[config.mk]
export PLATFORM = sky130hd
export DESIGN_NAME = supply_guard_seq
export DESIGN_NICKNAME = d
export VERILOG_FILES = /design/src/rtl/supply_guard_seq.sv
export SDC_FILE = /design/constraint.sdc
export NUM_CORES = 1
export LEC_CHECK = 0
export ABC_AREA = 1
export BUFFER_PORTS_ARGS = -buffer_cell sky130_fd_sc_hd__buf_2
export CORE_MARGIN = 10
export CORE_UTILIZATION = 39
export DETAILED_ROUTE_END_ITERATION = 12
export SLEW_MARGIN = 40
export SYNTH_ARGS = -nofsm -noshare
export SYNTH_HDL_FRONTEND = slang
export SYNTH_SLANG_ARGS = --single-unit
[constraint.sdc]
create_clock -name clk -period 3.06 [get_ports clk]
set_input_delay 0.153 -clock clk [delete_from_list [all_inputs] [get_ports clk]]
set_output_delay 0.153 -clock clk [all_outputs]
set_load 0.01 [all_outputs]
[src/rtl/supply_guard_seq.sv]
module supply_guard_seq #(
  parameter int VB_W          = 13,
  parameter int T_W           = 10,
  parameter int UV_TRIP_MV    = 2100,
  parameter int UV_HYST_MV    = 120,
  parameter int OT_TRIP_C     = 165,
  parameter int OT_HYST_C     = 25,
  parameter int PRECHARGE_US  = 5000,
  parameter int OC_RETRY_US   = 1000000,
  parameter int EN_HOLDOFF_US = 100
) (
  input  logic                  clk,
  input  logic                  rst_n,
  input  logic                  tick_us,
  input  logic                  en,
  input  logic [VB_W-1:0]       vbat_mv,
  input  logic signed [T_W-1:0] temp_c,
  input  logic                  oc_flag,
  output logic                  precharge_req,
  output logic                  amp_on,
  output logic                  boost_ok
);
  localparam int CNT_MAX = (PRECHARGE_US > OC_RETRY_US) ? PRECHARGE_US : OC_RETRY_US;
  localparam int CW = $clog2(CNT_MAX + 1);
  localparam int HW = $clog2(EN_HOLDOFF_US + 1);
  localparam logic [VB_W-1:0] UV_SET = VB_W'(UV_TRIP_MV);
  localparam logic [VB_W-1:0] UV_CLR = VB_W'(UV_TRIP_MV + UV_HYST_MV);
  localparam logic signed [T_W-1:0] OT_SET = T_W'(OT_TRIP_C);
  localparam logic signed [T_W-1:0] OT_CLR = T_W'(OT_TRIP_C - OT_HYST_C);
  localparam logic [CW-1:0] PRE_LAST = CW'(PRECHARGE_US - 1);
  localparam logic [CW-1:0] OC_LAST  = CW'(OC_RETRY_US - 1);
  localparam logic [HW-1:0] HOLD_LAST = HW'(EN_HOLDOFF_US - 1);

  typedef enum logic [1:0] {S_OFF, S_PRE, S_RUN, S_RETRY} state_t;

  state_t        state;
  logic [CW-1:0] cnt;
  logic [HW-1:0] hold;
  logic          uv_lock, ot_lock, armed;

  wire fault = uv_lock | ot_lock;
  wire stop  = fault | ~en;

  always_ff @(posedge clk or negedge rst_n) begin
    if (!rst_n) begin
      uv_lock <= 1'b1;
      ot_lock <= 1'b0;
    end else begin
      uv_lock <= uv_lock ? (vbat_mv < UV_CLR) : (vbat_mv < UV_SET);
      ot_lock <= ot_lock ? (temp_c > OT_CLR) : (temp_c >= OT_SET);
    end
  end

  always_ff @(posedge clk or negedge rst_n) begin
    if (!rst_n) begin
      armed <= 1'b0;
      hold  <= '0;
    end else if (uv_lock) begin
      armed <= 1'b0;
      hold  <= '0;
    end else if (!armed) begin
      if (en)
        hold <= '0;
      else if (tick_us) begin
        if (hold == HOLD_LAST) armed <= 1'b1;
        else hold <= hold + 1'b1;
      end
    end
  end

  always_ff @(posedge clk or negedge rst_n) begin
    if (!rst_n) begin
      state <= S_OFF;
      cnt   <= '0;
    end else begin
      unique case (state)
        S_OFF:
          if (!fault && armed && en) begin
            state <= S_PRE;
            cnt   <= '0;
          end
        S_PRE:
          if (stop) state <= S_OFF;
          else if (tick_us) begin
            if (cnt == PRE_LAST) state <= S_RUN;
            else cnt <= cnt + 1'b1;
          end
        S_RUN:
          if (stop) state <= S_OFF;
          else if (oc_flag) begin
            state <= S_RETRY;
            cnt   <= '0;
          end
        S_RETRY:
          if (stop) state <= S_OFF;
          else if (tick_us) begin
            if (cnt == OC_LAST) state <= S_RUN;
            else cnt <= cnt + 1'b1;
          end
        default: state <= S_OFF;
      endcase
    end
  end

  assign precharge_req = (state == S_PRE);
  assign amp_on        = (state == S_RUN);
  assign boost_ok      = (state == S_RUN) || (state == S_RETRY);
endmodule


==> results.rst <==
.. list-table::
   :header-rows: 1

   * - Metric
     - Value
   * - Result of the run
     - finished clean
   * - Largest vdd supply drop
     - 258 uV
   * - Placeable core region
     - between 6000 and 7000 sq um
   * - WS Path Type
     - register to register
   * - Number of global-route vias before repair
     - 2539
   * - Maximum buffer depth of the clock tree
     - 2
   * - Smallest setup slack after layout
     - 0.889 ns
   * - Worst Tran Pin Value
     - 0.708 ns
   * - Width of the die
     - 103 um
   * - Longest individual stage delay on the worst path
     - 0.44 ns
   * - Hold Path Stages
     - 3
   * - Number of synthesis warnings
     - 0
   * - Die Footprint
     - 10500 sq um
   * - Yosys reg bits
     - 32
   * - Max-cap check violation count
     - 0
   * - Post-CTS setup buffer count
     - 0
   * - Initial antenna violation count
     - 0
   * - Total of endpoints with negative setup slack in the final report
     - 0
   * - Mean post-synth cell area
     - 6.32 sq um
   * - Commonest non-fill, non-tap cell in the layout
     - sky130_fd_sc_hd__nand2_1
   * - Clock root cell
     - sky130_fd_sc_hd__clkbuf_8
   * - Average via count per standard cell
     - 4.98
   * - Number of design rule violations left after detail routing
     - 0
   * - Area of combinational cells with multiple inputs
     - 1610 sq um
   * - Highest attainable clock frequency
     - 461 MHz
   * - Proportion of synthesized chip area in sequential cells
     - 30.1%
   * - CP Capture Type
     - register
   * - Filler Cells Inserted
     - between 700 and 800
   * - Library cell contributing the largest single delay on the critical path
     - sky130_fd_sc_hd__dfrtp_1
   * - Start of the worst register-to-register path
     - cnt[0]
   * - Per-cell routed wire length
     - 12.7 um
   * - Crit share post-route
     - a little under three quarters
   * - Number of detailed-routing iterations run before antenna repair
     - 4
   * - Final antenna diode count
     - 0
   * - Setup WS pre-CTS
     - 0.868 ns
   * - Power density of the placed cells
     - 521 nW/um^2
   * - Total Wirelength
     - 6740 um
   * - Biggest fanout along the worst timing path
     - 20
   * - Cell occurring most often along the worst timing path
     - sky130_fd_sc_hd__nand2_1
   * - Leakage Power
     - 1.38 nW
   * - FP Rows
     - 30
   * - Initial core utilization
     - 39.6%
   * - Worst Hold Endpoint
     - armed
   * - Placer Congestion
     - 0.885
   * - Share of final-layout standard cells stronger than drive strength 1
     - between 15 and 20%
   * - Instance count of the mapped netlist
     - 421
   * - Clock insertion delay at the later pin of the skew report
     - 0.30 ns
   * - Arrival time of data at the critical path endpoint
     - 2.35 ns
   * - Total congestion overflow after global routing
     - 0
   * - Worst Setup Start Kind
     - register
   * - DRC violation total after the first TritonRoute iteration
     - approximately 150
   * - Antenna violation net count after detailed routing
     - 0
   * - Global-route total usage across every layer
     - 13.9%
   * - Commonest non-fill, non-tap cells in the layout
     - sky130_fd_sc_hd__nand2_1, sky130_fd_sc_hd__nor2_1, sky130_fd_sc_hd__inv_1
   * - Area of the mapped netlist
     - roughly 2700 sq um
   * - Total Neg Setup Slack
     - 0 ns
   * - Hold Vio Cnt, Final
     - 0
   * - Final layout net count
     - 479
   * - Worst hold path startpoint
     - tick_us
   * - Delay-heaviest family, CP
     - simple AND/OR/NAND/NOR gates
   * - Cell variety after synth
     - 36
   * - CTS tree
     - yes
   * - Number of vias after detailed routing
     - 2641
   * - Data required time of the worst path
     - about 3.2 ns
   * - Fin. max-slew vios
     - 0
   * - Number of H-tree levels
     - 2
   * - RSZ-0062 raised after global routing
     - false
   * - PortBufs
     - 28
   * - Clock skew
     - 0.00719 ns
   * - Ports placed on the boundary
     - 31
   * - Worst reg-to-reg path cell count
     - 11
   * - Reg2reg setup slack
     - ~0.9 ns
   * - Number of buffers created by CTS
     - 5
   * - Reg2Reg Capture Point
     - cnt[6]
   * - First-pass GRT wire length
     - about 12000 um
   * - Maximum number of pins on one net before global-route repair
     - 33
   * - Clock period minus final worst setup slack
     - around 2.2 ns
   * - Max-slew headroom at the worst pin
     - a little over half
   * - Flip-flop and latch area
     - between 800 and 900 sq um
   * - Synth-to-Final Area Change
     - 10.8%
   * - Worst min-delay path category
     - input port to register
   * - Sequence of cells on the critical path
     - ha_1, nand2_2, inv_2, nand2_1, nor2_2, nand3_2, nand2_2, nand2_4, nand3_2, nand2_1, nand2_1
   * - Clock-pin slew on the worst setup and hold paths
     - roughly 0.080 ns
   * - Synth Net Count
     - 451
   * - Detailed Place HPWL
     - ~5100 um
   * - Total number of clock tree sinks
     - 32
   * - Count of buffer and inverter cells on the critical path
     - 1
   * - Die span in y
     - 103 um
worst register-to-register path: cells and delay by family (launching register included):
family,cells,cell delay [ns]
simple gates,9,1.24
flops,1,0.44
fa+ha+maj,1,0.32
buf+inv,1,0.05
through the flow:
stage	instance area, sq um	hold slack (ns)	util [%]	total power, mW	cells
final	2950	0.136	43.9	1.54	530
after global routing	2950	0.140	43.9	1.66	530
after CTS	2950	0.128	43.9	1.56	530
after detailed placement	2820	0.273	42.0	1.20	519
after global placement	2820	0.262	42.0	1.19	519
after floorplan	2660	-0.143	-	1.12	421
per-layer routing:
layer	vias to the layer above	part of all wire [%]	GRT usage (%)
met5	-	0	0
met4	0	1.4	4.23
met3	9	4.7	2.61
met2	45	46	22.8
met1	1197	48	17.9
li1	1390	-	-
repair_timing:
item / CTS / global route
hold buffers: 3 / 0
gates resized for setup: 0 / 0
endpoints found under the hold margin: 32 / 0
sequential cells by signal, summed over array words and instances (netlist names):
name / cells
armed: 1
state: 2
uv_lock: 1
ot_lock: 1
hold: 7
cnt: 20
final cells by class:
type / instances / area share, %
clock inverter: 3 / 0.806
tap: 80 / 3.39
clock buffer: 5 / 2.33
timing repair buffer: 32 / 6.11
multi-input combinational: 335 / 54.6
sequential: 32 / 27.2
inverter: 43 / 5.56
cell families after synthesis:
| group | synth area share, % |
|---|---|
| flip-flops | 30.1 |
| buffers and inverters | 9.40 |
| XOR/XNOR | 2.30 |
| AND/OR/NAND/NOR | 51.9 |
| AO/OA/AOI/OAI | 5.36 |
| adder cells (fa/ha/maj) | 0.940 |
report_power, final:
group          internal [mW]  switching, mW  leakage (nW)
combinational          0.194          0.478         0.907
clock                  0.161          0.189        0.0404
sequential             0.458         0.0569         0.436
Yosys cell counts:
master | instances | area share (%)
sky130_fd_sc_hd__a21boi_1 | 1 | 0.28
sky130_fd_sc_hd__a21oi_1 | 4 | 0.75
sky130_fd_sc_hd__a31o_2 | 1 | 0.33
sky130_fd_sc_hd__a31oi_1 | 1 | 0.24
sky130_fd_sc_hd__and2_1 | 1 | 0.24
sky130_fd_sc_hd__and3_1 | 1 | 0.24
sky130_fd_sc_hd__buf_12 | 1 | 0.75
sky130_fd_sc_hd__buf_2 | 5 | 0.94
sky130_fd_sc_hd__buf_6 | 3 | 1.3
sky130_fd_sc_hd__clkbuf_1 | 2 | 0.28
sky130_fd_sc_hd__dfrtp_1 | 31 | 29
sky130_fd_sc_hd__dfstp_2 | 1 | 0.99
sky130_fd_sc_hd__ha_1 | 2 | 0.94
sky130_fd_sc_hd__inv_1 | 38 | 5.4
sky130_fd_sc_hd__inv_2 | 4 | 0.56
sky130_fd_sc_hd__inv_4 | 1 | 0.24
sky130_fd_sc_hd__nand2_1 | 140 | 20
sky130_fd_sc_hd__nand2_2 | 7 | 1.6
sky130_fd_sc_hd__nand2_4 | 1 | 0.42
sky130_fd_sc_hd__nand3_1 | 37 | 7.0
sky130_fd_sc_hd__nand3_2 | 12 | 4.5
sky130_fd_sc_hd__nand4_1 | 9 | 2.1
sky130_fd_sc_hd__nor2_1 | 71 | 10
sky130_fd_sc_hd__nor2_2 | 3 | 0.70
sky130_fd_sc_hd__nor2_8 | 2 | 1.5
sky130_fd_sc_hd__nor3_1 | 11 | 2.1
sky130_fd_sc_hd__nor3b_1 | 2 | 0.56
sky130_fd_sc_hd__nor4_1 | 1 | 0.24
sky130_fd_sc_hd__o211ai_1 | 1 | 0.28
sky130_fd_sc_hd__o21a_1 | 1 | 0.28
sky130_fd_sc_hd__o21ai_0 | 12 | 2.3
sky130_fd_sc_hd__o21ai_2 | 1 | 0.33
sky130_fd_sc_hd__o21bai_1 | 1 | 0.28
sky130_fd_sc_hd__o311ai_0 | 1 | 0.33
sky130_fd_sc_hd__or2_2 | 4 | 0.94
sky130_fd_sc_hd__xor2_1 | 7 | 2.3
worst max-delay path by stage:
| stage | from | end | slack (ns) | cells past startpoint |
|---|---|---|---|---|
| 3_3_place_gp | cnt[0] | cnt[5] | 0.88 | 11 |
| 3_5_place_dp | cnt[0] | cnt[6] | 0.87 | 11 |
| 2_1_floorplan | cnt[0] | cnt[9] | 1.47 | 9 |
| 5_1_grt | cnt[0] | cnt[6] | 0.58 | 11 |
| 6_report | cnt[0] | cnt[6] | 0.89 | 11 |
| 4_1_cts | cnt[0] | cnt[6] | 0.84 | 11 |
Power figures use the tool's default switching activity.
